===== src/rtl/sbus_dec_pkg.sv =====
// Package: shared helpers for the single-master bus decoder.
// Assumes pipeline levels are small unsigned values encoded in CNT_W bits.
package sbus_dec_pkg;

    // Issue limit for a pipeline level: level 0 behaves as level 1.
    function automatic int unsigned issue_limit(input int unsigned level);
        return (level == 0) ? 1 : level;
    endfunction

endpackage


===== src/rtl/sbus_addr_decode.sv =====
// Module: sbus_addr_decode
// Turns the slave-select field of the address into a slave index and a
// hit flag. This is pure combinational compare logic.
// Assumes N_SLV <= 2**SEL_BITS; indices at or above N_SLV are unmapped.
module sbus_addr_decode #(
    parameter int SEL_BITS = 3,
    parameter int N_SLV    = 5
) (
    input  logic [SEL_BITS-1:0] sel_field,
    output logic [SEL_BITS-1:0] dec_idx,
    output logic                dec_hit
);

    localparam int unsigned MAP_LIMIT = N_SLV;

    // Index passthrough and range compare for the hit flag.
    always_comb begin
        dec_idx = sel_field;
        dec_hit = (32'(sel_field) < MAP_LIMIT);
    end

endmodule


===== src/rtl/sbus_sel_track.sv =====
// Module: sbus_sel_track
// Holds the registered return select and decides whether a new request
// may be accepted, based on the ready-count of the currently selected
// slave and that slave's issue limit.
// Assumes one master and one transaction in flight; the select changes
// only when a strobe is accepted.
module sbus_sel_track
    import sbus_dec_pkg::*;
#(
    parameter int                     IDX_W    = 3,
    parameter int                     N_SLV    = 5,
    parameter int                     CNT_W    = 2,
    parameter logic [N_SLV*CNT_W-1:0] PIPE_LVL = '0
) (
    input  logic                   clk,
    input  logic                   rst_n,
    input  logic                   req,
    input  logic [IDX_W-1:0]       dec_idx,
    input  logic                   dec_hit,
    input  logic [N_SLV*CNT_W-1:0] s_rdy_cnt,
    output logic [IDX_W-1:0]       sel_idx,
    output logic                   sel_hit,
    output logic                   allow,
    output logic                   issue
);

    logic [IDX_W-1:0] sel_q;
    logic             hit_q;
    logic [N_SLV-1:0] slv_ok;

    // Per-slave readiness against its own compile-time issue limit.
    for (genvar g = 0; g < N_SLV; g++) begin : g_lim
        localparam int unsigned LIM = issue_limit(int'(PIPE_LVL[g*CNT_W +: CNT_W]));
        assign slv_ok[g] = (32'(s_rdy_cnt[g*CNT_W +: CNT_W]) < LIM);
    end

    // Accept gate: the ready flag of the registered slave, or free when nothing is mapped.
    always_comb begin
        allow = 1'b1;
        for (int i = 0; i < N_SLV; i++) begin
            if (hit_q && (sel_q == IDX_W'(i))) allow = slv_ok[i];
        end
        issue = req && allow;
    end

    // Return-select register, loaded only on an accepted request.
    always_ff @(posedge clk) begin
        if (!rst_n) begin
            sel_q <= '0;
            hit_q <= 1'b0;
        end else if (issue) begin
            sel_q <= dec_idx;
            hit_q <= dec_hit;
        end
    end

    assign sel_idx = sel_q;
    assign sel_hit = hit_q;

    assert_hold_R4: assert property (@(posedge clk) disable iff (!rst_n)
        !issue |=> ($stable(sel_q) && $stable(hit_q)));

    assert_capture_R5: assert property (@(posedge clk) disable iff (!rst_n)
        (issue && dec_hit) |=> (hit_q && sel_q == $past(dec_idx)));

    assert_unmapped_free_R7: assert property (@(posedge clk) disable iff (!rst_n)
        !hit_q |-> allow);

endmodule


===== src/rtl/sbus_ret_mux.sv =====
// Module: sbus_ret_mux
// AND-OR multiplexer that returns read data and ready-count of the slave
// named by the registered select. An unmapped select yields zeros.
// Assumes slaves hold read data stable until their next request.
module sbus_ret_mux #(
    parameter int IDX_W  = 3,
    parameter int N_SLV  = 5,
    parameter int DATA_W = 32,
    parameter int CNT_W  = 2
) (
    input  logic                    clk,
    input  logic                    rst_n,
    input  logic [IDX_W-1:0]        sel_idx,
    input  logic                    sel_hit,
    input  logic [N_SLV*DATA_W-1:0] s_rdata,
    input  logic [N_SLV*CNT_W-1:0]  s_rdy_cnt,
    output logic [DATA_W-1:0]       m_rdata,
    output logic [CNT_W-1:0]        m_rdy_cnt
);

    logic [N_SLV-1:0] pick;

    // One-hot pick from the registered select.
    for (genvar g = 0; g < N_SLV; g++) begin : g_pick
        assign pick[g] = sel_hit && (sel_idx == IDX_W'(g));
    end

    // AND-OR reduction over all slaves.
    always_comb begin
        m_rdata   = '0;
        m_rdy_cnt = '0;
        for (int i = 0; i < N_SLV; i++) begin
            m_rdata   = m_rdata   | ({DATA_W{pick[i]}} & s_rdata[i*DATA_W +: DATA_W]);
            m_rdy_cnt = m_rdy_cnt | ({CNT_W{pick[i]}}  & s_rdy_cnt[i*CNT_W +: CNT_W]);
        end
    end

    assert_pick_onehot_R5: assert property (@(posedge clk) disable iff (!rst_n)
        $onehot0(pick));

    assert_null_return_R3: assert property (@(posedge clk) disable iff (!rst_n)
        !sel_hit |-> (m_rdata == '0 && m_rdy_cnt == '0));

endmodule


===== src/rtl/sbus_decoder.sv =====
// Module: sbus_decoder (top)
// Single-master interconnect: decodes upper address bits to one slave,
// gates the strobes by the selected slave's ready-count, and returns data
// through a mux steered by a select registered at request time.
// Assumes one master, in-order completion and slaves that hold read data.
module sbus_decoder #(
    parameter int                     ADDR_W   = 16,
    parameter int                     DATA_W   = 32,
    parameter int                     SEL_BITS = 3,
    parameter int                     N_SLV    = 5,
    parameter int                     CNT_W    = 2,
    parameter logic [N_SLV*CNT_W-1:0] PIPE_LVL = {2'd0, 2'd3, 2'd2, 2'd1, 2'd1}
) (
    input  logic                    clk,
    input  logic                    rst_n,
    input  logic [ADDR_W-1:0]       m_addr,
    input  logic [DATA_W-1:0]       m_wdata,
    input  logic                    m_rd,
    input  logic                    m_wr,
    output logic [DATA_W-1:0]       m_rdata,
    output logic [CNT_W-1:0]        m_rdy_cnt,
    output logic [ADDR_W-1:0]       s_addr,
    output logic [DATA_W-1:0]       s_wdata,
    output logic [N_SLV-1:0]        s_rd,
    output logic [N_SLV-1:0]        s_wr,
    input  logic [N_SLV*DATA_W-1:0] s_rdata,
    input  logic [N_SLV*CNT_W-1:0]  s_rdy_cnt
);

    localparam int IDX_W = SEL_BITS;

    logic [IDX_W-1:0] dec_idx;
    logic             dec_hit;
    logic [IDX_W-1:0] sel_idx;
    logic             sel_hit;
    logic             allow;
    logic             issue;

    sbus_addr_decode #(
        .SEL_BITS (SEL_BITS),
        .N_SLV    (N_SLV)
    ) u_dec (
        .sel_field (m_addr[ADDR_W-1 -: SEL_BITS]),
        .dec_idx   (dec_idx),
        .dec_hit   (dec_hit)
    );

    sbus_sel_track #(
        .IDX_W    (IDX_W),
        .N_SLV    (N_SLV),
        .CNT_W    (CNT_W),
        .PIPE_LVL (PIPE_LVL)
    ) u_trk (
        .clk       (clk),
        .rst_n     (rst_n),
        .req       (m_rd || m_wr),
        .dec_idx   (dec_idx),
        .dec_hit   (dec_hit),
        .s_rdy_cnt (s_rdy_cnt),
        .sel_idx   (sel_idx),
        .sel_hit   (sel_hit),
        .allow     (allow),
        .issue     (issue)
    );

    sbus_ret_mux #(
        .IDX_W  (IDX_W),
        .N_SLV  (N_SLV),
        .DATA_W (DATA_W),
        .CNT_W  (CNT_W)
    ) u_mux (
        .clk       (clk),
        .rst_n     (rst_n),
        .sel_idx   (sel_idx),
        .sel_hit   (sel_hit),
        .s_rdata   (s_rdata),
        .s_rdy_cnt (s_rdy_cnt),
        .m_rdata   (m_rdata),
        .m_rdy_cnt (m_rdy_cnt)
    );

    // Broadcast address and write data to every slave.
    assign s_addr  = m_addr;
    assign s_wdata = m_wdata;

    // Per-slave strobe steering: only the decoded slave, only when accepted.
    for (genvar g = 0; g < N_SLV; g++) begin : g_stb
        logic hit_me;
        assign hit_me  = allow && dec_hit && (dec_idx == IDX_W'(g));
        assign s_rd[g] = m_rd && hit_me;
        assign s_wr[g] = m_wr && hit_me;
    end

    assert_strobe_onehot_R2: assert property (@(posedge clk) disable iff (!rst_n)
        $onehot0(s_rd | s_wr));

    assert_blocked_R7: assert property (@(posedge clk) disable iff (!rst_n)
        ((m_rd || m_wr) && !allow) |-> (s_rd == '0 && s_wr == '0));

    assert_unmapped_quiet_R3: assert property (@(posedge clk) disable iff (!rst_n)
        !dec_hit |-> (s_rd == '0 && s_wr == '0));

    assert_forward_R2: assert property (@(posedge clk) disable iff (!rst_n)
        (m_rd && issue && dec_hit) |-> (s_rd != '0));

endmodule


===== config.mk =====
export PLATFORM = sky130hd
export DESIGN_NAME = sbus_decoder
export DESIGN_NICKNAME = d
export VERILOG_FILES = /design/src/rtl/sbus_dec_pkg.sv /design/src/rtl/sbus_addr_decode.sv /design/src/rtl/sbus_sel_track.sv /design/src/rtl/sbus_ret_mux.sv /design/src/rtl/sbus_decoder.sv
export SDC_FILE = /design/constraint.sdc
export NUM_CORES = 1
export LEC_CHECK = 0
export ABC_AREA = 0
export BUFFER_PORTS_ARGS = -buffer_cell sky130_fd_sc_hd__buf_2
export CAP_MARGIN = 20
export CORE_AREA = 2 2 122 124
export CTS_CLUSTER_SIZE = 28
export DETAILED_ROUTE_END_ITERATION = 10
export DIE_AREA = 0 0 124 126
export SYNTH_ARGS = -nofsm -noshare
export SYNTH_HDL_FRONTEND = slang
export SYNTH_SLANG_ARGS = --single-unit
export TNS_END_PERCENT = 50

===== constraint.sdc =====
create_clock -name clk -period 2.3 [get_ports clk]
set_input_delay 0.115 -clock clk [delete_from_list [all_inputs] [get_ports clk]]
set_output_delay 0.115 -clock clk [all_outputs]
set_load 0.02 [all_outputs]

==> out/results.ini, run 1 <==
[status]
status = finished, final reports clean

[setup_path]
start_kind = flop
startpoint = u_trk.sel_idx[0]
end_kind = output port
crit_chain = mux2_1 -> a222oi_1 -> buf_4 -> nand3_4 -> nor4_1 -> buf_2
criticalPathCategory = flop to output port
setup.reg_to_reg.worst_slack_ns = 0.46
critPathRequiredTime_ns = 2.18
arrival_ns = 2.03
crit_path_max_incr_delay_ns = 0.40
crit_path_top_delay_cell = dfxtp_4
crit_fanout = 10
reg2reg_from = u_trk.sel_idx[0]

[clock_network]
cts_tree = done
clock_path_buffers = 2
cts_buffers = 3
ctsHoldBuffers = 0
htree_levels = 1
clk_pin_slew_ns = 0.03
clock_tree.root_cell = clkbuf_16
cts_sinks = 4
clock_latency_ns = 0.23

[synth]
syn_inst = 247
yosys_warnings = 0
yosys.area.top_type_share_pct = 21.4
netlist_area_mm2 = 0.00174
ys_ff_latch = 4
avgSynthCellArea_um2 = 7.04
yosysUniqueCellTypes = 23
synth.area.top_cells = mux2_2 21%, buf_4 21%, a222oi_1 19%
synth_nets = 469
seq_area_frac_synth_pct = 4.60
yosysTopAreaCell = mux2_2

[flow_run]
max-cap-violations = 0

[route]
drc = 0
drt-pass1-iter-count = 6
post_drt_wl_per_cell_um = 15.4
drt.antenna.violating_nets = 0
vias = 2608
wirelength_um = 9250
drt_iter0_drc = 181
viasPerCell = 4.34

[floorplanning]
start_util_pct = 12.2
row_count = 44
die-area_mm2 = 0.0156
pin_count = 314
dieHeight_um = 126
die_x_um = 124
core_mm2 = 0.0143

[worst_hold_path]
hp-start = m_addr[15]
hold_class = input port to flop

[grt]
grt_max_degree = 20
antenna_found_initial = 0
track_usage_pct = 10.5
grt_pass1_wl_um = 12500
overflow = 0
grt_pass1_vias = 2434

[final_layout]
finish.instance_area_mm2 = 0.00287
drive_above_1_share_pct = 67.6
layout.cells.non_filler = 601
area_growth_pct = 64.8
antenna_cells = 0
nFillCells = 1636
design.final.nets = 641

[timing]
clock_skew_ns = 0.00229
worst_slack_ns = 0.155
slew_violations = 0
fin_crit_ns = 2.15
rsz0062_at_grt = no
hold_viol = 0
worst_pin_slew_ns = 0.452
finalSetupViolCount = 0
slew_headroom_pct = 69.8
finalSetupTns_ns = 0
fmax_mhz = 466
min_period_over_period_pct = 93.3

[pwr]
p_leak_nw = 1.60
powerDensity_mw_per_mm2 = 386
peakVddDrop_v = 0.000158
power_w = 0.00111

[placement]
place_ws_ns = 0.0333
place_congestion = 0.773
portBuffers = 223
place_area_mm2 = 0.00275
hpwl_um = 8140
placed_cells = 596

cell usage in the layout, fill, tap and decap left out, types with 2 or more instances in the layout:
master / n
buf_2: 223
nand2_1: 79
mux2_2: 33
a222oi_1: 33
buf_4: 14
nor4_1: 5
mux2i_1: 4
clkbuf_16: 3
dfxtp_1: 3
a22oi_1: 2
nand2b_1: 2
nor3_2: 2
nor3_1: 2
flip-flops by register name (all words and copies together), names as in the netlist:
signal and count:
u_trk.sel_idx 3, u_trk.sel_hit 1
worst max-delay path: cells and delay by family (launching register included):
| kind | cells | cell delay [ns] |
|---|---|---|
| compound gates | 1 | 0.27 |
| buf+inv | 2 | 0.39 |
| mux | 1 | 0.33 |
| simple gates | 2 | 0.40 |
| flops | 1 | 0.40 |
power breakdown:
part           internal, W  switching [W]  total [W]  leakage [nW]
clock network     0.000222      0.0000527   0.000275        0.0370
logic             0.000350       0.000388   0.000738          1.53
registers        0.0000796      0.0000125  0.0000922        0.0338
path summary, 6_finish.rpt:
| check | cells past startpoint | endpoint |
|---|---|---|
| setup / recovery | 6 | s_rd[4] |
| setup reg to reg | 6 | u_trk.sel_idx[0] |
| hold / removal | 3 | u_trk.sel_idx[2] |
| hold reg to reg | 2 | u_trk.sel_idx[1] |
cells in the mapped netlist:
cell type  instances
nor3_1             4
and4bb_1           1
nand3_2            1
nor3b_1            1
o21ai_0            1
buf_4             49
a22oi_1            2
buf_1              1
nor4_1             6
mux2_1             1
inv_1              1
nand3_1            1
o2111a_2           1
mux2i_1            4
dfxtp_1            4
nor4bb_1           1
nand2b_1           2
a222oi_1          33
and4b_1            1
buf_2              1
mux2_2            33
nand2_1           79
clkbuf_1          19
stage by stage:
stage	utilization (%)	hold slack (ns)
after floorplan	-	0.257
after global placement	19.2	0.230
after detailed placement	19.2	0.230
after CTS	19.8	0.196
after global routing	20.0	0.221
final	20.0	0.202
cell type report:
class                           instances  area [um^2]  share of cell area (%)
Tap cell                              184          230                    8.03
Multi-Input combinational cell        172         1250                    43.7
Timing Repair Buffer                  237         1220                    42.6
Inverter                                1         3.75                   0.131
Sequential cell                         4         83.8                    2.92
Clock buffer                            3         75.1                    2.62
per-layer routing:
metal  up-vias  GRT usage [%]  wire length [um]
met5         -              0                 0
met4         0           2.84               174
li1       1221              -                 -
met3        22           2.08               998
met2       206           21.3              4860
met1      1159           10.6              3220
cell families (layout without fill, tap and decap cells):
logic type	after synthesis	count (layout)	synth area share, %
AND/OR/NAND/NOR	97	97	24.2
buffers and inverters	71	241	26.0
multiplexers	38	38	24.3
AO/OA/AOI/OAI	37	37	20.9
flip-flops	4	4	4.60
what timing repair did:
action	4_1_cts	5_1_grt
resized for setup	0	5
hold endpoints to repair	0	0
setup buffers	2	0
pin swaps	1	0
setup endpoints to repair	10	10
No activity file was read; power rests on OpenSTA's default activity.
==> run 2, diff against run 1 <==
CORE_AREA = 2 2 121 123   (was 2 2 122 124)
DIE_AREA = 0 0 123 125   (was 0 0 124 126)
==> out/results.ini, run 2 (same netlist as run 1, synthesis figures left out) <==
[pwr]
pwr-share-comb_pct = 67.6  ; was 66.8%
peakVddDrop_v = 0.000189  ; was 0.000158 V
p_int_w = 0.000654  ; was 0.000652 W
p_sw_w = 0.000453  ; about the same
powerDensity_mw_per_mm2 = 387  ; was 386 mW/mm^2
pwr-share-seq_pct = 8.2  ; was 8.3%
p_leak_nw = 1.60  ; about the same
p_sw_share_pct = 40.9  ; was 41.0%
clkPwrFrac_pct = 24.2  ; was 24.9%

[route]
vias = 2563  ; was 2608
drt-pass1-iter-count = 8  ; was 6
drt.antenna.violating_nets = 0  ; unchanged
wirelength_um = 9880  ; was 9250 um
viasPerCell = 4.27  ; was 4.34
drc = 0  ; unchanged
post_drt_wl_per_cell_um = 16.5  ; was 15.4 um
drt_iter0_drc = 220  ; was 181

[grt]
grt_pass1_vias = 2462  ; was 2434
antenna_found_initial = 0  ; unchanged
overflow = 0  ; unchanged
grt_max_degree = 34  ; was 20
grt_pass1_wl_um = 13700  ; was 12500 um
track_usage_pct = 12.0  ; was 10.5%

[timing]
clock_skew_ns = 0.000315  ; was 0.00229 ns
hold_viol = 0  ; unchanged
slew_violations = 0  ; unchanged
fin_hold_ws_ns = 0.200  ; was 0.202 ns
min_period_over_period_pct = 94.1  ; was 93.3%
worst_slack_ns = 0.135  ; was 0.155 ns
slew_headroom_pct = 71.0  ; was 69.8%
fmax_mhz = 462  ; was 466 MHz
finalSetupTns_ns = 0  ; unchanged
finalSetupViolCount = 0  ; unchanged
worst_pin_slew_ns = 0.436  ; was 0.452 ns
rsz0062_at_grt = no  ; unchanged
fin_crit_ns = 2.17  ; was 2.15 ns

[final_layout]
design.final.nets = 640  ; was 641
drive_above_1_share_pct = 67.8  ; was 67.6%
final_common_cell = buf_2  ; unchanged
multiInputGateArea_mm2 = 0.00125  ; unchanged
antenna_cells = 0  ; unchanged
layout.cells.non_filler = 600  ; was 601
largest_reg_flops = 3  ; unchanged
nFillCells = 1623  ; was 1636
area_growth_pct = 64.5  ; was 64.8%
register_area_um2 = 83.8  ; unchanged
mostFrequentLayoutCells = 222 x buf_2, 79 x nand2_1, 33 x mux2_2, 33 x a222oi_1, 14 x buf_4  ; was 223 x buf_2, 79 x nand2_1, 33 x mux2_2, 33 x a222oi_1, 14 x buf_4

[setup_path]
crit_path_max_incr_delay_ns = 0.42  ; was 0.40 ns
critPathRequiredTime_ns = 2.18  ; about the same
arrival_ns = 2.05  ; was 2.03 ns
criticalPathCategory = flop to output port  ; unchanged
crit_family = compound AO/OA/AOI/OAI gates  ; was flip-flops
crit_fanout = 6  ; was 10
crit_chain = mux2_1 -> a222oi_1 -> nand3_2 -> buf_4 -> nor4_2 -> buf_2  ; was mux2_1 -> a222oi_1 -> buf_4 -> nand3_4 -> nor4_1 -> buf_2
start_kind = flop  ; unchanged
path_buf_inv = 2  ; unchanged
setup.reg_to_reg.worst_slack_ns = 0.45  ; was 0.46 ns
crit_path_top_delay_cell = a222oi_1  ; was dfxtp_4
end_kind = output port  ; unchanged

[status]
status = finished, final reports clean  ; unchanged

[floorplanning]
die-area_mm2 = 0.0154  ; was 0.0156 mm^2
core_mm2 = 0.0142  ; was 0.0143 mm^2
pin_count = 314  ; unchanged
start_util_pct = 12.2  ; about the same
row_count = 44  ; unchanged
dieHeight_um = 125  ; was 126 um
die_x_um = 123  ; was 124 um

[clock_network]
cts_sinks = 4  ; unchanged
cts_tree = done  ; unchanged
clock_tree.root_cell = clkbuf_16  ; unchanged
clk_pin_slew_ns = 0.03  ; about the same
cts_buffers = 3  ; unchanged
htree_levels = 1  ; unchanged
clock_path_buffers = 2  ; unchanged
clock_latency_ns = 0.22  ; was 0.23 ns

[placement]
hpwl_um = 8400  ; was 8140 um
place_congestion = 0.816  ; was 0.773
place_ws_ns = 0.130  ; was 0.0333 ns
portBuffers = 223  ; unchanged
placed_cells = 594  ; was 596

[worst_hold_path]
hold_class = input port to flop  ; unchanged

[flow_run]
max-cap-violations = 0  ; unchanged

==> run 2: cell count changes in the layout (fill, tap and decap cells not counted) <==
cell     previous run  this run
nor4_1              5         3
nand3_4             1         0
a22oi_1             2         1
nor4_2              1         3
nor3_2              2         0
nor3_1              2         4
nand3_2             0         1
buf_2             223       222
a22oi_2             0         1
==> run 2: worst register-to-register path, stage by stage, from the launching register on <==
cell and delay, ns:
dfxtp_4 0.37, mux2_1 0.33, a222oi_1 0.42, buf_4 0.19, o2111a_2 0.27, mux2i_1 0.20
==> run 2: metal layers <==
| metal | wire length, um | part of all wire, % | track usage (%) | up-vias |
|---|---|---|---|---|
| met4 | 276 | 2.8 | 4.01 | 0 |
| met1 | 3620 | 37 | 12.9 | 1147 |
| met2 | 4970 | 50 | 22.3 | 182 |
| li1 | - | - | - | 1212 |
| met3 | 1010 | 10 | 3.06 | 22 |
| met5 | 0 | 0 | 0 | - |
==> run 2: worst paths after layout <==
path / start / endpoint / cells past startpoint
worst max-delay path: u_trk.sel_idx[0] / s_rd[4] / 6
worst min-delay path: m_addr[15] / u_trk.sel_idx[2] / 3
worst max register to register: u_trk.sel_idx[0] / u_trk.sel_idx[1] / 5
worst min register to register: u_trk.sel_hit / u_trk.sel_hit / 2
==> run 2: area by class of cell <==
type	count	area share [%]
inverter	1	0.131
sequential	4	2.93
tap	184	8.05
clock buffer	3	2.62
timing repair buffer	236	42.5
multi-input combinational	172	43.8
==> run 2: per-stage QoR <==
stage,total power [W],utilization (%),area [um^2]
floorplan,0.000611,-,1740
global placement,0.000821,19.3,2740
detailed placement,0.000823,19.3,2740
CTS,0.00111,19.9,2830
global route,0.00118,20.1,2860
finish,0.00111,20.1,2860
==> run 2: power groups by stage <==
stage	Combinational [W]	Sequential, W	Clock [W]
CTS	0.000748	0.0000907	0.000273
floorplan	0.000525	0.0000856	0
global placement	0.000731	0.0000906	0
finish	0.000748	0.0000906	0.000268
global route	0.000811	0.0000928	0.000279
detailed placement	0.000731	0.0000916	0
==> run 2: what timing repair did <==
item | in CTS | in global routing
resized for setup | 0 | 6
hold buffers | 0 | 0
pin swaps | 2 | 2
endpoints found under the setup margin | 10 | 10
buffers inserted | 3 | 0
